--- src/rtl/fsr_pkg.sv ---
package fsr_pkg;
  localparam int BP_W   = 3;
  localparam int STAT_W = 8;
  localparam int BIT_BUSY = 0;
  localparam int BIT_WEL  = 1;
  localparam int BIT_BP0  = 2;
  localparam int BIT_RSV  = BIT_BP0 + BP_W;
  localparam int BIT_AAI  = 6;
  localparam int BIT_LOCK = 7;
  localparam logic [BP_W-1:0] BP_RESET = '1;

  typedef enum logic [1:0] {
    OP_NONE  = 2'd0,
    OP_BYTE  = 2'd1,
    OP_ERASE = 2'd2,
    OP_AAI   = 2'd3
  } op_e;
endpackage

--- src/rtl/fsr_busy_trk.sv ---
module fsr_busy_trk
  import fsr_pkg::*;
(
  input  logic clk,
  input  logic rst_n,
  input  logic start_i,
  input  op_e  op_i,
  input  logic done_i,
  output logic busy_o,
  output op_e  op_o,
  output logic cmpl_o
);
  logic busy_q, busy_d;
  op_e  op_q, op_d;

  always_comb begin
    busy_d = busy_q;
    op_d   = op_q;
    if (busy_q && done_i) begin
      busy_d = 1'b0;
      op_d   = OP_NONE;
    end else if (!busy_q && start_i) begin
      busy_d = 1'b1;
      op_d   = op_i;
    end
  end

  always_ff @(posedge clk or negedge rst_n) begin
    if (!rst_n) begin
      busy_q <= 1'b0;
      op_q   <= OP_NONE;
    end else begin
      busy_q <= busy_d;
      op_q   <= op_d;
    end
  end

  assign busy_o = busy_q;
  assign op_o   = op_q;
  assign cmpl_o = busy_q & done_i;

  // busy rises only after a start strobe
  p_busy_from_start_r6: assert property (@(posedge clk) disable iff (!rst_n)
    $rose(busy_q) |-> $past(start_i));
  // busy holds until done
  p_busy_hold_r6: assert property (@(posedge clk) disable iff (!rst_n)
    (busy_q && !done_i) |=> busy_q);
  // busy drops one cycle after done
  p_busy_drop_r6: assert property (@(posedge clk) disable iff (!rst_n)
    (busy_q && done_i) |=> !busy_q);
endmodule

--- src/rtl/fsr_prot_reg.sv ---
module fsr_prot_reg
  import fsr_pkg::*;
#(
  parameter int W = BP_W
)(
  input  logic         clk,
  input  logic         rst_n,
  input  logic         wr_i,
  input  logic [W-1:0] bp_i,
  input  logic         lock_i,
  output logic [W-1:0] bp_o,
  output logic         lock_o
);
  logic [W-1:0] bp_q, bp_d;
  logic         lock_q, lock_d;
  logic         bp_en;

  assign bp_en = wr_i & ~lock_q;

  always_comb begin
    bp_d   = bp_q;
    lock_d = lock_q;
    if (bp_en) bp_d   = bp_i;
    if (wr_i)  lock_d = lock_i;
  end

  always_ff @(posedge clk or negedge rst_n) begin
    if (!rst_n) begin
      bp_q   <= {W{1'b1}};
      lock_q <= 1'b0;
    end else begin
      bp_q   <= bp_d;
      lock_q <= lock_d;
    end
  end

  assign bp_o   = bp_q;
  assign lock_o = lock_q;

  // protect level frozen while locked
  p_bp_frozen_r5: assert property (@(posedge clk) disable iff (!rst_n)
    lock_q |=> (bp_q == $past(bp_q)));
  // nothing changes without an accepted write
  p_no_write_stable_r4: assert property (@(posedge clk) disable iff (!rst_n)
    !wr_i |=> ($stable(bp_q) && $stable(lock_q)));
endmodule

--- src/rtl/fsr_wel_ctrl.sv ---
module fsr_wel_ctrl
  import fsr_pkg::*;
(
  input  logic clk,
  input  logic rst_n,
  input  logic set_i,
  input  logic clr_i,
  input  logic sw_i,
  input  logic aai_enter_i,
  input  logic cmpl_i,
  input  op_e  cmpl_op_i,
  input  logic top_i,
  output logic wel_o,
  output logic aai_o
);
  logic wel_q, wel_d;
  logic aai_q, aai_d;
  logic aai_end;
  logic plain_end;

  assign aai_end   = cmpl_i & (cmpl_op_i == OP_AAI) & top_i;
  assign plain_end = cmpl_i & (cmpl_op_i != OP_AAI);

  always_comb begin
    wel_d = wel_q;
    aai_d = aai_q;
    if (clr_i) begin
      wel_d = 1'b0;
      aai_d = 1'b0;
    end else if (set_i) begin
      wel_d = 1'b1;
    end else if (sw_i || plain_end) begin
      wel_d = 1'b0;
    end else if (aai_end) begin
      wel_d = 1'b0;
      aai_d = 1'b0;
    end
    if (aai_enter_i) aai_d = 1'b1;
  end

  always_ff @(posedge clk or negedge rst_n) begin
    if (!rst_n) begin
      wel_q <= 1'b0;
      aai_q <= 1'b0;
    end else begin
      wel_q <= wel_d;
      aai_q <= aai_d;
    end
  end

  assign wel_o = wel_q;
  assign aai_o = aai_q;

  // AAI mode never outlives the latch
  p_aai_needs_wel_r9: assert property (@(posedge clk) disable iff (!rst_n)
    aai_q |-> wel_q);
  // byte program or erase completion drops the latch
  p_cmpl_clears_r7: assert property (@(posedge clk) disable iff (!rst_n)
    plain_end |=> !wel_q);
  // accepted status write drops the latch
  p_sw_clears_r4: assert property (@(posedge clk) disable iff (!rst_n)
    sw_i |=> !wel_q);
endmodule

--- src/rtl/flash_status_unit.sv ---
module flash_status_unit
  import fsr_pkg::*;
(
  input  logic       clk,
  input  logic       rst_n,
  input  logic       wen_set_i,
  input  logic       wen_clr_i,
  input  logic       sw_i,
  input  logic [7:0] sw_data_i,
  input  logic       byte_pgm_i,
  input  logic       aai_pgm_i,
  input  logic       erase_i,
  input  logic       seq_done_i,
  input  logic       aai_top_i,
  output logic [7:0] status_o,
  output logic       wr_permit_o,
  output logic [2:0] prot_level_o
);
  logic          busy, wel, aai, lock, cmpl;
  logic [BP_W-1:0] bp;
  op_e           cur_op, start_op;
  logic          idle, other_cmd;
  logic          acc_clr, acc_set, acc_sw, acc_erase, acc_byte, acc_aai, acc_start;

  assign idle      = ~busy;
  assign other_cmd = wen_clr_i | wen_set_i;

  assign acc_clr   = idle & wen_clr_i;
  assign acc_set   = idle & wen_set_i & ~wen_clr_i;
  assign acc_sw    = idle & wel & ~aai & sw_i & ~other_cmd;
  assign acc_erase = idle & wel & ~aai & erase_i & ~other_cmd & ~sw_i;
  assign acc_byte  = idle & wel & ~aai & byte_pgm_i & ~other_cmd & ~sw_i & ~erase_i;
  assign acc_aai   = idle & wel & aai_pgm_i & ~other_cmd & ~sw_i & ~erase_i & ~byte_pgm_i;
  assign acc_start = acc_erase | acc_byte | acc_aai;

  always_comb begin
    start_op = OP_NONE;
    if (acc_erase)     start_op = OP_ERASE;
    else if (acc_byte) start_op = OP_BYTE;
    else if (acc_aai)  start_op = OP_AAI;
  end

  fsr_busy_trk u_busy (
    .clk     (clk),
    .rst_n   (rst_n),
    .start_i (acc_start),
    .op_i    (start_op),
    .done_i  (seq_done_i),
    .busy_o  (busy),
    .op_o    (cur_op),
    .cmpl_o  (cmpl)
  );

  fsr_prot_reg #(.W(BP_W)) u_prot (
    .clk    (clk),
    .rst_n  (rst_n),
    .wr_i   (acc_sw),
    .bp_i   (sw_data_i[BIT_BP0 +: BP_W]),
    .lock_i (sw_data_i[BIT_LOCK]),
    .bp_o   (bp),
    .lock_o (lock)
  );

  fsr_wel_ctrl u_wel (
    .clk         (clk),
    .rst_n       (rst_n),
    .set_i       (acc_set),
    .clr_i       (acc_clr),
    .sw_i        (acc_sw),
    .aai_enter_i (acc_aai),
    .cmpl_i      (cmpl),
    .cmpl_op_i   (cur_op),
    .top_i       (aai_top_i),
    .wel_o       (wel),
    .aai_o       (aai)
  );

  always_comb begin
    status_o                      = '0;
    status_o[BIT_BUSY]            = busy;
    status_o[BIT_WEL]             = wel;
    status_o[BIT_BP0 +: BP_W]     = bp;
    status_o[BIT_RSV]             = 1'b0;
    status_o[BIT_AAI]             = aai;
    status_o[BIT_LOCK]            = lock;
  end

  assign wr_permit_o  = wel & ~busy;
  assign prot_level_o = bp;

  // no operation starts without the latch
  p_reject_no_wel_r8: assert property (@(posedge clk) disable iff (!rst_n)
    (!wel && !busy) |=> !busy);
  // latch and mode hold while busy and not finishing
  p_busy_ignores_r10: assert property (@(posedge clk) disable iff (!rst_n)
    (busy && !seq_done_i) |=> ($stable(wel) && $stable(aai) && $stable(bp) && $stable(lock)));
  // in AAI mode the protect state is untouched
  p_aai_no_sw_r11: assert property (@(posedge clk) disable iff (!rst_n)
    aai |=> ($stable(bp) && $stable(lock)));
  // leaving AAI mode clears latch on the same cycle
  p_aai_exit_r9: assert property (@(posedge clk) disable iff (!rst_n)
    $fell(aai) |-> !wel);
  // reserved bit reads zero
  p_rsv_zero_r1: assert property (@(posedge clk) disable iff (!rst_n)
    status_o[BIT_RSV] == 1'b0);
endmodule

--- config.mk ---
export PLATFORM = sky130hd
export DESIGN_NAME = flash_status_unit
export DESIGN_NICKNAME = d
export VERILOG_FILES = /design/src/rtl/fsr_pkg.sv /design/src/rtl/fsr_busy_trk.sv /design/src/rtl/fsr_prot_reg.sv /design/src/rtl/fsr_wel_ctrl.sv /design/src/rtl/flash_status_unit.sv
export SDC_FILE = /design/constraint.sdc
export NUM_CORES = 1
export LEC_CHECK = 0
export ABC_AREA = 1
export BUFFER_PORTS_ARGS = -buffer_cell sky130_fd_sc_hd__buf_2
export CORE_MARGIN = 1
export CORE_UTILIZATION = 43
export CTS_CLUSTER_SIZE = 28
export DETAILED_ROUTE_END_ITERATION = 6
export PLACE_DENSITY = 0.76
export SLEW_MARGIN = 20
export SYNTH_ARGS = -nofsm -noshare
export SYNTH_HDL_FRONTEND = slang
export SYNTH_SLANG_ARGS = --single-unit
--- constraint.sdc ---
create_clock -name clk -period 1.5 [get_ports clk]
set_input_delay 0.15 -clock clk [delete_from_list [all_inputs] [get_ports clk]]
set_output_delay 0.15 -clock clk [all_outputs]
set_load 0.02 [all_outputs]
After elaboration in Yosys (flattened, before gate mapping)
Index checks and enable logic that the tools add are counted.

Flip-flop bits (word level): 9. Output and inout bits: 12.

Equal/unequal tests: 4. Multiplexer cells: 15. Bitwise operators: 35. Reductions and logical operators: 8.

Operators by type and width (number): 1-bit AND (24); 1-bit 2-to-1 mux (10); 2-bit 2-to-1 mux (5); 1-bit NOT (8); 4-bit nonzero test (1); 3-bit by 2-bit != test with 1-bit output (second input constant) (1); 3-bit != test (second input constant) (1); 1-bit OR (3); 3-bit AND reduction (1); 3-bit nonzero test (1); 2-bit equality test (second input constant) (1); 1-bit logical AND (2); 2-bit != test (second input constant) (1); 2-bit nonzero test (1); 1-bit logical NOT (1); 1-bit logical OR (1).

Logic depth before layout (Yosys ltp)
Gate-level depths: netlist of run 1.

Word-level depth: 12. Mapped depth: 8. Gate-level depth less buffers: 8.

Cells and area by module
A second synthesis of run 1 with hierarchy kept.

Cell total of the unflattened synthesis: 87. Area total of the unflattened synthesis: 611.8 um^2.

By module, submodules not included: flash_status_unit (instances 1, cells an instance 38, area an instance 211.5 um^2, seq. area each 0.0 um^2); fsr_prot_reg (instances 1, cells an instance 17, area an instance 160.2 um^2, seq. area each 103.8 um^2); fsr_busy_trk (instances 1, cells an instance 14, area an instance 125.1 um^2, seq. area each 75.1 um^2); fsr_wel_ctrl (instances 1, cells an instance 18, area an instance 115.1 um^2, seq. area each 50.0 um^2).

Worst setup path after synthesis of run 1
No wires, ideal clock.

Path type: register to register. Start point: reg u_busy.busy_q (netlist: u_busy.busy_o). End point: reg u_wel.wel_q (netlist: u_wel.wel_o). Library setup time: 118 ps. Arrival time: 979 ps. Data required time: 1382 ps. Slack: 404 ps. Stages on the path, launching flop included: 8. Buffers on the path: 0. Clock period less this slack: 1096 ps. Path through: dfrtp_1 -> inv_2 -> nand2_4 -> nor2_8 -> nand2_4 -> nor2_8 -> nand3b_1 -> nand2_1.

Longest elaborated chain between the ends: 9.

RTL lines: start: declaration (line fsr_busy_trk.sv:13) `logic busy_q, busy_d;`; start signal: assignment (line fsr_busy_trk.sv:33) `busy_q <= busy_d;`; 1-bit NOT (line flash_status_unit.sv:25) `assign idle = ~busy;`; 1-bit AND (4 in series) (line flash_status_unit.sv:30) `assign acc_sw = idle & wel & ~aai & sw_i & ~other_cmd;`; 1-bit logical OR (line fsr_wel_ctrl.sv:32) `end else if (sw_i || plain_end) begin`; 1-bit 2-to-1 mux (line fsr_wel_ctrl.sv:32); 1-bit 2-to-1 mux (line fsr_wel_ctrl.sv:30) `end else if (set_i) begin`; 1-bit 2-to-1 mux (line fsr_wel_ctrl.sv:27) `if (clr_i) begin`; end signal: assignment (line fsr_wel_ctrl.sv:46) `wel_q <= wel_d;`; end: declaration (line fsr_wel_ctrl.sv:16) `logic wel_q, wel_d;`.

Several ways; a longest one is shown, not always the timed one. A chain may end at the register's enable or synchronous reset.

Final worst setup path of run 1
Start point: reg u_busy.busy_q (netlist: u_busy.busy_o). End point: out wr_permit_o.

Longest elaborated chain between the ends: 2.

RTL lines: 1-bit NOT (line flash_status_unit.sv:88) `assign wr_permit_o = wel & ~busy;`; 1-bit AND (line flash_status_unit.sv:88); end: declaration (line flash_status_unit.sv:16) `output logic wr_permit_o,`.

Every way passes these cells.

==> flow_results.xml, run 1 <==
<?xml version="1.0" encoding="UTF-8"?>
<metrics>
  <group name="layout">
    <metric name="final_core_utilization" unit="%">59.2</metric>
    <metric name="layout.filler_cells" unit="">120</metric>
    <metric name="layout-drive-gt1-share" unit="%">40.0</metric>
    <metric name="flow.area_growth_from_synthesis" unit="%">19.4</metric>
    <metric name="finish.net_count" unit="">114</metric>
    <metric name="number_of_diodes" unit="">0</metric>
  </group>
  <group name="global_route">
    <metric name="gr-usage-met3" unit="%">6.94</metric>
    <metric name="grtUsageMet2" unit="%">31.7</metric>
    <metric name="grt_pass1_vias" unit="">423</metric>
    <metric name="grt_pass1_wl" unit="mm">1.73</metric>
    <metric name="antenna_found_initial" unit="">0</metric>
    <metric name="grtUsageMet1" unit="%">18.0</metric>
    <metric name="track_usage" unit="%">18.5</metric>
    <metric name="maximum_number_of_pins_on_one_net_before_global_route_repair" unit="">10</metric>
    <metric name="leftover_overflow_at_the_end_of_global_routing" unit="">0</metric>
    <metric name="grt_most_used_layer" unit="">met2</metric>
  </group>
  <group name="worst_setup_path">
    <metric name="worstPathMaxFanout" unit="">4</metric>
    <metric name="endpoint_kind" unit="">output pin</metric>
    <metric name="crit_path_start_kind" unit="">register</metric>
    <metric name="cp.required" unit="ps">1350</metric>
    <metric name="path_class" unit="">reg2out</metric>
    <metric name="worst-endpoint-arrival" unit="ps">1080</metric>
  </group>
  <group name="synthesis">
    <metric name="yosysWarningCount" unit="">0</metric>
    <metric name="post-synth-top-area-cell" unit="">sky130_fd_sc_hd__dfrtp_1</metric>
    <metric name="synth_async_sr_flop_share" unit="%">100</metric>
    <metric name="synthesis.area_per_instance" unit="um^2">7.95</metric>
    <metric name="synthCells" unit="">74</metric>
    <metric name="synth_adder_area_share" unit="%">0</metric>
    <metric name="synthFlopType" unit="">sky130_fd_sc_hd__dfrtp_1</metric>
    <metric name="synth_top_family_by_area" unit="">simple AND/OR/NAND/NOR gates</metric>
    <metric name="yosysSeqAreaShare" unit="%">38.9</metric>
    <metric name="muxShareOfSynthArea" unit="%">0</metric>
    <metric name="xor_and_xnor_area_share_after_synthesis" unit="%">0</metric>
    <metric name="synth.cell_area" unit="um^2">588</metric>
    <metric name="post_synth_and_or_nand_nor_area_fraction" unit="%">35.1</metric>
    <metric name="netlist-cell-type-count" unit="">20</metric>
    <metric name="synthesis.nets" unit="">92</metric>
    <metric name="synth_edf_count" unit="">0</metric>
    <metric name="synth_seq_cells" unit="">9</metric>
    <metric name="synth.area.top_cells" unit="">sky130_fd_sc_hd__dfrtp_1 (26%), sky130_fd_sc_hd__dfstp_2 (13%), sky130_fd_sc_hd__nand2_1 (11%)</metric>
    <metric name="synth_compound_area_share" unit="%">7.45</metric>
    <metric name="yosysMostFrequentCell" unit="">sky130_fd_sc_hd__nand2_1</metric>
    <metric name="synth_top_area_share" unit="%">25.5</metric>
    <metric name="ys_top_cells_by_count" unit="">sky130_fd_sc_hd__nand2_1 (18), sky130_fd_sc_hd__inv_1 (11), sky130_fd_sc_hd__buf_4 (8)</metric>
  </group>
  <group name="clocking">
    <metric name="clk-insertion-delay-late" unit="ps">250</metric>
    <metric name="hold_buffers" unit="">1</metric>
    <metric name="htree_levels" unit="">1</metric>
    <metric name="clock-root-buffer" unit="">sky130_fd_sc_hd__clkbuf_4</metric>
    <metric name="cts.repair_timing.setup_buffer_count" unit="">0</metric>
    <metric name="cts_repair_resize_count" unit="">0</metric>
    <metric name="clk_transition_reported_paths" unit="ps">60</metric>
    <metric name="numCtsBuffers" unit="">3</metric>
    <metric name="tritoncts_num_sinks" unit="">9</metric>
    <metric name="tritoncts" unit="">built</metric>
    <metric name="cts_max_path_buffers" unit="">2</metric>
  </group>
  <group name="power">
    <metric name="vdd.ir_drop.worst" unit="mV">0.818</metric>
    <metric name="cellPowerDensity" unit="nW/um^2">1360</metric>
    <metric name="cellLeakagePower" unit="nW">0.429</metric>
  </group>
  <group name="routing">
    <metric name="dr_total_vias" unit="">505</metric>
    <metric name="detail_route.drc_violations" unit="">0</metric>
    <metric name="count_of_nets_left_with_antenna_violations_after_detail_routing" unit="">0</metric>
    <metric name="post_drt_via_cell_ratio" unit="">4.63</metric>
    <metric name="drtIter0Drc" unit="">7</metric>
    <metric name="post_route_wl" unit="mm">1.07</metric>
    <metric name="avgRoutedWirePerCell" unit="um">9.79</metric>
    <metric name="dr.pass1.iters" unit="">4</metric>
  </group>
  <group name="placed_design">
    <metric name="gp_routability_congestion" unit="">0.782</metric>
    <metric name="port-buffer-count" unit="">24</metric>
    <metric name="dpl.hpwl" unit="um">907</metric>
    <metric name="dp_slack" unit="ps">300</metric>
  </group>
  <group name="sta">
    <metric name="fmax" unit="MHz">814</metric>
    <metric name="report.final.setup_viol" unit="">0</metric>
    <metric name="setup_tns" unit="ps">0</metric>
    <metric name="fin_worst_hold_slack" unit="ps">103</metric>
    <metric name="number_of_max_slew_violations_in_the_final_report" unit="">0</metric>
    <metric name="report.final.hold_viol_count" unit="">0</metric>
    <metric name="fin_ws" unit="ps">271</metric>
    <metric name="final.setup_skew" unit="ps">1.45</metric>
    <metric name="final_period_minus_worst_setup_slack" unit="ps">1230</metric>
    <metric name="layout_worst_path_cycle_share" unit="%">81.9</metric>
    <metric name="unrepaired_setup_endpoints_after_global_routing" unit="">false</metric>
  </group>
  <group name="die">
    <metric name="fp.dieArea" unit="um^2">1520</metric>
    <metric name="die_height" unit="um">39.0</metric>
    <metric name="design.core.area" unit="um^2">1190</metric>
    <metric name="num_ports" unit="">30</metric>
    <metric name="initial_core_util" unit="%">49.6</metric>
    <metric name="fp.dieW" unit="um">39.0</metric>
    <metric name="num_rows" unit="">12</metric>
  </group>
  <group name="run">
    <metric name="maxCapViolations" unit="">0</metric>
  </group>
  <group name="run_status">
    <metric name="outcome" unit="">finished clean</metric>
  </group>
  <group name="min_path">
    <metric name="min_path_type" unit="">in2reg</metric>
  </group>
</metrics>
-- metal layers --
| layer | wire, um | part of all wire, % | vias up |
|---|---|---|---|
| met3 | 31 | 2.9 | 0 |
| met2 | 553 | 52 | 17 |
| met1 | 482 | 45 | 224 |
| met4 | 0 | 0 | 0 |
| met5 | 0 | 0 | - |
| li1 | - | - | 264 |
-- worst max-delay path, cell delays in order (launching register included) --
cell and delay, ps:
sky130_fd_sc_hd__dfrtp_1 420, sky130_fd_sc_hd__inv_2 120, sky130_fd_sc_hd__nand2_4 80, sky130_fd_sc_hd__inv_1 50, sky130_fd_sc_hd__buf_2 150
-- path summary, 6_finish.rpt --
path / start / endpoint / slack (ps) / cells after the start
worst min register to register: u_prot.bp_o[1]$_DFFE_PN1P_ / u_prot.bp_o[1]$_DFFE_PN1P_ / 460 / 2
worst max-delay path: u_busy.busy_o$_DFFE_PN0P_ / wr_permit_o / 270 / 4
worst max register to register: u_busy.busy_o$_DFFE_PN0P_ / u_wel.wel_o$_DFFE_PN0P_ / 290 / 7
max in group asynchronous: rst_n / u_prot.bp_o[0]$_DFFE_PN1P_ / 990 / 2
worst min-delay path: seq_done_i / u_busy.busy_o$_DFFE_PN0P_ / 100 / 2
min in group asynchronous: rst_n / u_busy.op_o[0]$_DFFE_PN0P_ / 260 / 2
-- sequential cells by signal, summed over array words and instances (netlist names) --
| register | cells |
|---|---|
| u_prot.bp_o | 3 |
| u_busy.op_o | 2 |
| u_busy.busy_o | 1 |
| u_prot.lock_o | 1 |
| u_wel.aai_o | 1 |
| u_wel.wel_o | 1 |
-- cell type report --
class | count | area (um^2) | share of cell area, %
well taps | 14 | 17.5 | 2.50
repair buffers | 25 | 130 | 18.5
multi-input cells | 45 | 254 | 36.2
clock buffers | 4 | 26.3 | 3.74
inverters | 12 | 45.0 | 6.42
flip-flops and latches | 9 | 229 | 32.6
-- where the power goes --
| part | internal, W | leakage (nW) | switching (W) | total [W] |
|---|---|---|---|---|
| Clock | 0.000102 | 0.0150 | 0.0000792 | 0.000181 |
| Sequential | 0.000342 | 0.109 | 0.0000457 | 0.000387 |
| Combinational | 0.000132 | 0.305 | 0.000257 | 0.000389 |
| Total | 0.000576 | 0.429 | 0.000382 | 0.000958 |
-- through the flow --
stage                     std cells  power [W]  instance area [um^2]
after floorplan                  74   0.000723                   588
after detailed placement        104   0.000787                   666
final                           109   0.000958                   702
after CTS                       109   0.000978                   702
after global placement          104   0.000772                   666
after global routing            109    0.00104                   702
-- logic make-up after synthesis --
family / Yosys count
AND/OR/NAND/NOR: 37
buffers and inverters: 20
flip-flops: 9
AO/OA/AOI/OAI: 7
other: 1
-- cells in the final DEF, fill, tap and decap left out, drive strengths merged, types with 2 or more instances in the layout --
master / netlist / routed
inv: 12 / 12
nor2: 7 / 7
o21bai: 2 / 2
dfstp: 3 / 3
buf: 8 / 24
clkbuf: 0 / 4
o21ai: 2 / 2
nand2: 23 / 23
dfrtp: 6 / 6
nand3: 5 / 5
Note: power is estimated with default switching activity, not from simulation.
==> inputs of run 2 (changes only) <==
==> constraint.sdc (replaced) <==
create_clock -name clk -period 1.3 [get_ports clk]
set_input_delay 0.13 -clock clk [delete_from_list [all_inputs] [get_ports clk]]
set_output_delay 0.13 -clock clk [all_outputs]
set_load 0.02 [all_outputs]
==> flow_results.xml, run 2 (synthesis results as in run 1) <==
<?xml version="1.0" encoding="UTF-8"?>
<metrics>
  <group name="run_status">
    <metric name="outcome" unit="">finished clean</metric>
  </group>
  <group name="run">
    <metric name="maxCapViolations" unit="">0</metric>
  </group>
  <group name="sta">
    <metric name="report.final.hold_viol_count" unit="">0</metric>
    <metric name="setup_tns" unit="ps">0</metric>
    <metric name="final_period_minus_worst_setup_slack" unit="ps">1200</metric>
    <metric name="fmax" unit="MHz">835</metric>
    <metric name="number_of_max_slew_violations_in_the_final_report" unit="">0</metric>
    <metric name="final.setup_skew" unit="ps">2.68</metric>
    <metric name="layout_worst_path_cycle_share" unit="%">92.2</metric>
    <metric name="unrepaired_setup_endpoints_after_global_routing" unit="">false</metric>
    <metric name="report.final.setup_viol" unit="">0</metric>
  </group>
  <group name="layout">
    <metric name="layout_commonest_cell" unit="">sky130_fd_sc_hd__buf_2</metric>
    <metric name="finish.net_count" unit="">115</metric>
    <metric name="final_area" unit="um^2">709</metric>
    <metric name="layout.cells.most_common_list" unit="">sky130_fd_sc_hd__buf_2 (24), sky130_fd_sc_hd__nand2_1 (18), sky130_fd_sc_hd__inv_1 (11)</metric>
    <metric name="layout.filler_cells" unit="">119</metric>
    <metric name="layout-drive-gt1-share" unit="%">40.6</metric>
    <metric name="number_of_diodes" unit="">0</metric>
    <metric name="largest_register_ff_count" unit="">3</metric>
    <metric name="flow.area_growth_from_synthesis" unit="%">20.6</metric>
  </group>
  <group name="placed_design">
    <metric name="dpl.hpwl" unit="um">907</metric>
    <metric name="place_area" unit="um^2">666</metric>
    <metric name="gp_routability_congestion" unit="">0.782</metric>
    <metric name="port-buffer-count" unit="">24</metric>
  </group>
  <group name="die">
    <metric name="num_ports" unit="">30</metric>
    <metric name="fp.dieW" unit="um">39.0</metric>
    <metric name="num_rows" unit="">12</metric>
    <metric name="initial_core_util" unit="%">49.6</metric>
    <metric name="design.core.area" unit="um^2">1190</metric>
    <metric name="die_height" unit="um">39.0</metric>
    <metric name="fp.dieArea" unit="um^2">1520</metric>
  </group>
  <group name="clocking">
    <metric name="cts_repair_resize_count" unit="">0</metric>
    <metric name="cts_max_path_buffers" unit="">2</metric>
    <metric name="clk-insertion-delay-late" unit="ps">250</metric>
    <metric name="htree_levels" unit="">1</metric>
    <metric name="numCtsBuffers" unit="">3</metric>
    <metric name="clk_transition_reported_paths" unit="ps">60</metric>
    <metric name="clock-root-buffer" unit="">sky130_fd_sc_hd__clkbuf_4</metric>
    <metric name="tritoncts_num_sinks" unit="">9</metric>
    <metric name="tritoncts" unit="">built</metric>
  </group>
  <group name="worst_setup_path">
    <metric name="cp.required" unit="ps">1450</metric>
    <metric name="crit_path_start_kind" unit="">register</metric>
    <metric name="endpoint_kind" unit="">register</metric>
    <metric name="worst-endpoint-arrival" unit="ps">1350</metric>
    <metric name="worstPathMaxFanout" unit="">7</metric>
    <metric name="path_class" unit="">reg2reg</metric>
  </group>
  <group name="routing">
    <metric name="count_of_nets_left_with_antenna_violations_after_detail_routing" unit="">0</metric>
    <metric name="drtIter0Drc" unit="">9</metric>
    <metric name="post_drt_via_cell_ratio" unit="">4.63</metric>
    <metric name="detail_route.drc_violations" unit="">0</metric>
    <metric name="dr_total_vias" unit="">509</metric>
    <metric name="avgRoutedWirePerCell" unit="um">9.95</metric>
    <metric name="dr.pass1.iters" unit="">4</metric>
    <metric name="post_route_wl" unit="mm">1.09</metric>
  </group>
  <group name="global_route">
    <metric name="track_usage" unit="%">18.5</metric>
    <metric name="leftover_overflow_at_the_end_of_global_routing" unit="">0</metric>
    <metric name="antenna_found_initial" unit="">0</metric>
    <metric name="grt_pass1_vias" unit="">423</metric>
    <metric name="maximum_number_of_pins_on_one_net_before_global_route_repair" unit="">10</metric>
    <metric name="grt_pass1_wl" unit="mm">1.73</metric>
  </group>
  <group name="power">
    <metric name="vdd.ir_drop.worst" unit="mV">0.943</metric>
    <metric name="cellLeakagePower" unit="nW">0.434</metric>
    <metric name="cellPowerDensity" unit="nW/um^2">1570</metric>
  </group>
  <group name="min_path">
    <metric name="min_path_type" unit="">in2reg</metric>
  </group>
</metrics>
run 2: critical path, cell delays in order, from the launching register on:
cell,delay (ps)
sky130_fd_sc_hd__dfrtp_1,410
sky130_fd_sc_hd__inv_2,110
sky130_fd_sc_hd__nand2_4,80
sky130_fd_sc_hd__nor2_8,120
sky130_fd_sc_hd__nand2_4,70
sky130_fd_sc_hd__nor2_8,120
sky130_fd_sc_hd__nand3b_1,120
sky130_fd_sc_hd__nand2_1,50
run 2: power by group:
group          internal [W]  switching (W)
logic              0.000155       0.000299
registers          0.000394      0.0000523
clock network      0.000118      0.0000925
run 2: path summary, 6_finish.rpt:
check | end | from | slack [ps] | cells past startpoint
max | u_wel.wel_o$_DFFE_PN0P_ | u_busy.busy_o$_DFFE_PN0P_ | 100 | 7
min | u_busy.busy_o$_DFFE_PN0P_ | seq_done_i | 80 | 2
max reg2reg | u_wel.wel_o$_DFFE_PN0P_ | u_busy.busy_o$_DFFE_PN0P_ | 100 | 7
min reg2reg | u_prot.bp_o[1]$_DFFE_PN1P_ | u_prot.bp_o[1]$_DFFE_PN1P_ | 460 | 2
max in group asynchronous | u_prot.bp_o[0]$_DFFE_PN1P_ | rst_n | 810 | 2
min in group asynchronous | u_busy.op_o[0]$_DFFE_PN0P_ | rst_n | 240 | 2
run 2: metrics by stage:
| step | util [%] | setup WS, ps | power [W] | hold WS [ps] | std cells |
|---|---|---|---|---|---|
| 6_report | 59.8 | 102 | 0.00111 | 82.2 | 110 |
| 5_1_grt | 59.8 | 43.4 | 0.00120 | 80.2 | 110 |
| 4_1_cts | 59.2 | 80.9 | 0.00113 | 71.0 | 109 |
| 3_5_place_dp | 56.1 | 100 | 0.000908 | -8.53 | 104 |
| 3_3_place_gp | 56.1 | 133 | 0.000891 | -11.5 | 104 |
| 2_1_floorplan | - | 204 | 0.000835 | -166 | 74 |
run 2: per-layer routing:
layer	track usage (%)	vias to the layer above	routed length [um]
met2	31.7	15	570
met5	0	-	0
li1	-	267	-
met4	12.9	0	0
met1	18.0	227	491
met3	6.94	0	31
run 2: repair_timing:
item,4_1_cts,5_1_grt
setup buffers,0,1
setup endpoints to repair,0,1
hold endpoints to repair,9,0
hold buffers,1,0
run 2: cell type report:
type                       count  area (um^2)  area share, %
inverter                      12         45.0           6.35
clock buffer                   4         26.3           3.70
multi-input combinational     45          254           35.8
timing repair buffer          26          138           19.4
sequential                     9          229           32.3
tap                           14         17.5           2.47
==> inputs of run 3 (changes only) <==
--- a/config.mk
+++ b/config.mk
@@ -6,7 +6,7 @@
 export NUM_CORES = 1
 export LEC_CHECK = 0
 export ABC_AREA = 1
-export BUFFER_PORTS_ARGS = -buffer_cell sky130_fd_sc_hd__buf_2
+export BUFFER_PORTS_ARGS = -buffer_cell sky130_fd_sc_hd__buf_4
 export CORE_MARGIN = 1
 export CORE_UTILIZATION = 43
 export CTS_CLUSTER_SIZE = 28
==> flow_results.xml, run 3 (synthesis results as in run 1) <==
<?xml version="1.0" encoding="UTF-8"?>
<metrics>
  <group name="run_status">
    <metric name="outcome" unit="">finished clean</metric>
  </group>
  <group name="die">
    <metric name="num_rows" unit="">12</metric>
    <metric name="die_height" unit="um">39.0</metric>
    <metric name="design.core.area" unit="um^2">1190</metric>
    <metric name="fp.dieArea" unit="um^2">1520</metric>
    <metric name="initial_core_util" unit="%">49.6</metric>
    <metric name="num_ports" unit="">30</metric>
    <metric name="fp.dieW" unit="um">39.0</metric>
  </group>
  <group name="sta">
    <metric name="setup_tns" unit="ps">0</metric>
    <metric name="final_period_minus_worst_setup_slack" unit="ps">1170</metric>
    <metric name="unrepaired_setup_endpoints_after_global_routing" unit="">false</metric>
    <metric name="number_of_max_slew_violations_in_the_final_report" unit="">0</metric>
    <metric name="report.final.hold_viol_count" unit="">0</metric>
    <metric name="report.final.setup_viol" unit="">0</metric>
    <metric name="final.setup_skew" unit="ps">0.678</metric>
    <metric name="fmax" unit="MHz">854</metric>
    <metric name="layout_worst_path_cycle_share" unit="%">90.1</metric>
  </group>
  <group name="power">
    <metric name="clkPwrFrac" unit="%">18.1</metric>
    <metric name="swShare" unit="%">37.8</metric>
    <metric name="vdd.ir_drop.worst" unit="mV">0.840</metric>
    <metric name="totalPowerFinal" unit="W">0.00119</metric>
    <metric name="cellPowerDensity" unit="nW/um^2">1540</metric>
    <metric name="cellLeakagePower" unit="nW">0.450</metric>
    <metric name="power.share.sequential" unit="%">37.8</metric>
    <metric name="p_int" unit="W">0.000739</metric>
    <metric name="combinationalPowerShare" unit="%">44.2</metric>
    <metric name="switchingPower" unit="W">0.000449</metric>
  </group>
  <group name="routing">
    <metric name="dr_total_vias" unit="">506</metric>
    <metric name="count_of_nets_left_with_antenna_violations_after_detail_routing" unit="">0</metric>
    <metric name="avgRoutedWirePerCell" unit="um">9.91</metric>
    <metric name="detail_route.drc_violations" unit="">0</metric>
    <metric name="dr.pass1.iters" unit="">4</metric>
    <metric name="drtIter0Drc" unit="">6</metric>
    <metric name="post_drt_via_cell_ratio" unit="">4.60</metric>
    <metric name="post_route_wl" unit="mm">1.09</metric>
  </group>
  <group name="global_route">
    <metric name="track_usage" unit="%">17.6</metric>
    <metric name="grt_pass1_vias" unit="">406</metric>
    <metric name="maximum_number_of_pins_on_one_net_before_global_route_repair" unit="">10</metric>
    <metric name="grt_pass1_wl" unit="mm">1.71</metric>
    <metric name="leftover_overflow_at_the_end_of_global_routing" unit="">0</metric>
    <metric name="antenna_found_initial" unit="">0</metric>
  </group>
  <group name="clocking">
    <metric name="tritoncts_num_sinks" unit="">9</metric>
    <metric name="cts_max_path_buffers" unit="">2</metric>
    <metric name="clk_transition_reported_paths" unit="ps">60</metric>
    <metric name="clk-insertion-delay-late" unit="ps">250</metric>
    <metric name="numCtsBuffers" unit="">3</metric>
    <metric name="tritoncts" unit="">built</metric>
    <metric name="clock-root-buffer" unit="">sky130_fd_sc_hd__clkbuf_4</metric>
    <metric name="cts_repair_resize_count" unit="">0</metric>
    <metric name="htree_levels" unit="">1</metric>
  </group>
  <group name="layout">
    <metric name="layout-drive-gt1-share" unit="%">40.6</metric>
    <metric name="layout_commonest_cell" unit="">sky130_fd_sc_hd__buf_4</metric>
    <metric name="number_of_diodes" unit="">0</metric>
    <metric name="layout.cells.most_common_list" unit="">sky130_fd_sc_hd__buf_4 (25), sky130_fd_sc_hd__nand2_1 (18), sky130_fd_sc_hd__inv_1 (11)</metric>
    <metric name="largest_register_ff_count" unit="">3</metric>
    <metric name="final_area" unit="um^2">769</metric>
    <metric name="flow.area_growth_from_synthesis" unit="%">30.9</metric>
    <metric name="final_core_utilization" unit="%">64.9</metric>
    <metric name="finish.net_count" unit="">115</metric>
  </group>
  <group name="worst_setup_path">
    <metric name="endpoint_kind" unit="">register</metric>
    <metric name="critPathBufInv" unit="">1</metric>
    <metric name="r2r_setup_slack" unit="ps">130</metric>
    <metric name="crit_family" unit="">simple AND/OR/NAND/NOR gates</metric>
    <metric name="worstPathMaxFanout" unit="">7</metric>
    <metric name="path_class" unit="">reg2reg</metric>
    <metric name="crit_path_start_kind" unit="">register</metric>
    <metric name="timing.critical_path.slowest_stage_cell" unit="">sky130_fd_sc_hd__dfrtp_1</metric>
    <metric name="worstReg2RegStart" unit="">u_busy.busy_o$_DFFE_PN0P_</metric>
    <metric name="worst-r2r-cell-count" unit="">7</metric>
    <metric name="rr_endpoint" unit="">u_wel.wel_o$_DFFE_PN0P_</metric>
    <metric name="worst_path_largest_cell_delay" unit="ps">400</metric>
    <metric name="critical_path_cell_by_cell" unit="">inv_2 &gt; nand2_4 &gt; nor2_8 &gt; nand2_4 &gt; nor2_8 &gt; nand3b_1 &gt; nand2_1</metric>
    <metric name="worst-endpoint-arrival" unit="ps">1320</metric>
    <metric name="cp.required" unit="ps">1450</metric>
  </group>
  <group name="run">
    <metric name="maxCapViolations" unit="">0</metric>
  </group>
  <group name="min_path">
    <metric name="hold_path.startpoint" unit="">seq_done_i</metric>
    <metric name="min_path_type" unit="">in2reg</metric>
    <metric name="min_delay_path_depth" unit="">2</metric>
    <metric name="holdPathEnd" unit="">u_busy.busy_o$_DFFE_PN0P_</metric>
  </group>
  <group name="placed_design">
    <metric name="place_area" unit="um^2">726</metric>
    <metric name="dpl.hpwl" unit="um">883</metric>
    <metric name="gp_routability_congestion" unit="">0.771</metric>
    <metric name="port-buffer-count" unit="">24</metric>
  </group>
</metrics>
run 3: cell counts in the layout (fill, tap and decap cells not counted):
Identical to the previous run, type by type.
run 3: final cells by class:
| type | count | area, um^2 |
|---|---|---|
| inverter | 12 | 45.0 |
| tap | 14 | 17.5 |
| clock buffer | 4 | 26.3 |
| multi-input combinational | 45 | 254 |
| fill | 111 | 417 |
| sequential | 9 | 229 |
| timing repair buffer | 26 | 198 |
run 3: timing repair:
action	CTS	global route
hold buffers	1	0
endpoints found under the hold margin	9	0
endpoints found under the setup margin	0	1
setup buffers	0	1
run 3: how the worst max path moves through the flow:
stage / to / startpoint / slack, ps / cells past startpoint
4_1_cts: u_wel.wel_o$_DFFE_PN0P_ / u_busy.busy_o$_DFFE_PN0P_ / 100 / 7
3_5_place_dp: u_wel.wel_o$_DFFE_PN0P_ / u_busy.busy_o$_DFFE_PN0P_ / 110 / 7
5_1_grt: u_wel.wel_o$_DFFE_PN0P_ / u_busy.busy_o$_DFFE_PN0P_ / 30 / 7
2_1_floorplan: u_wel.wel_o$_DFFE_PN0P_ / u_busy.busy_o$_DFFE_PN0P_ / 200 / 7
3_3_place_gp: u_wel.wel_o$_DFFE_PN0P_ / u_busy.busy_o$_DFFE_PN0P_ / 130 / 7
6_report: u_wel.wel_o$_DFFE_PN0P_ / u_busy.busy_o$_DFFE_PN0P_ / 130 / 7
run 3: stage by stage:
stage	instances	hold slack, ps	worst slack (ps)
after floorplan	74	-166	204
after global placement	104	-42.3	128
after detailed placement	104	-37.0	113
after CTS	109	55.5	104
after global routing	110	76.9	32.9
final	110	64.5	129
run 3: power by group through the flow:
| stage | combinational [W] | sequential, W | clock, W |
|---|---|---|---|
| CTS | 0.000526 | 0.000451 | 0.000221 |
| finish | 0.000525 | 0.000449 | 0.000215 |
| global route | 0.000568 | 0.000461 | 0.000236 |
| detailed placement | 0.000523 | 0.000455 | 0 |
| floorplan | 0.000328 | 0.000507 | 0 |
| global placement | 0.000517 | 0.000453 | 0 |
run 3: per-layer routing:
metal  global-route usage, %  part of all wire [%]
met5                       0                     0
met4                    12.9                   1.7
met3                    3.47                   5.4
met2                    27.1                    49
met1                    21.4                    43
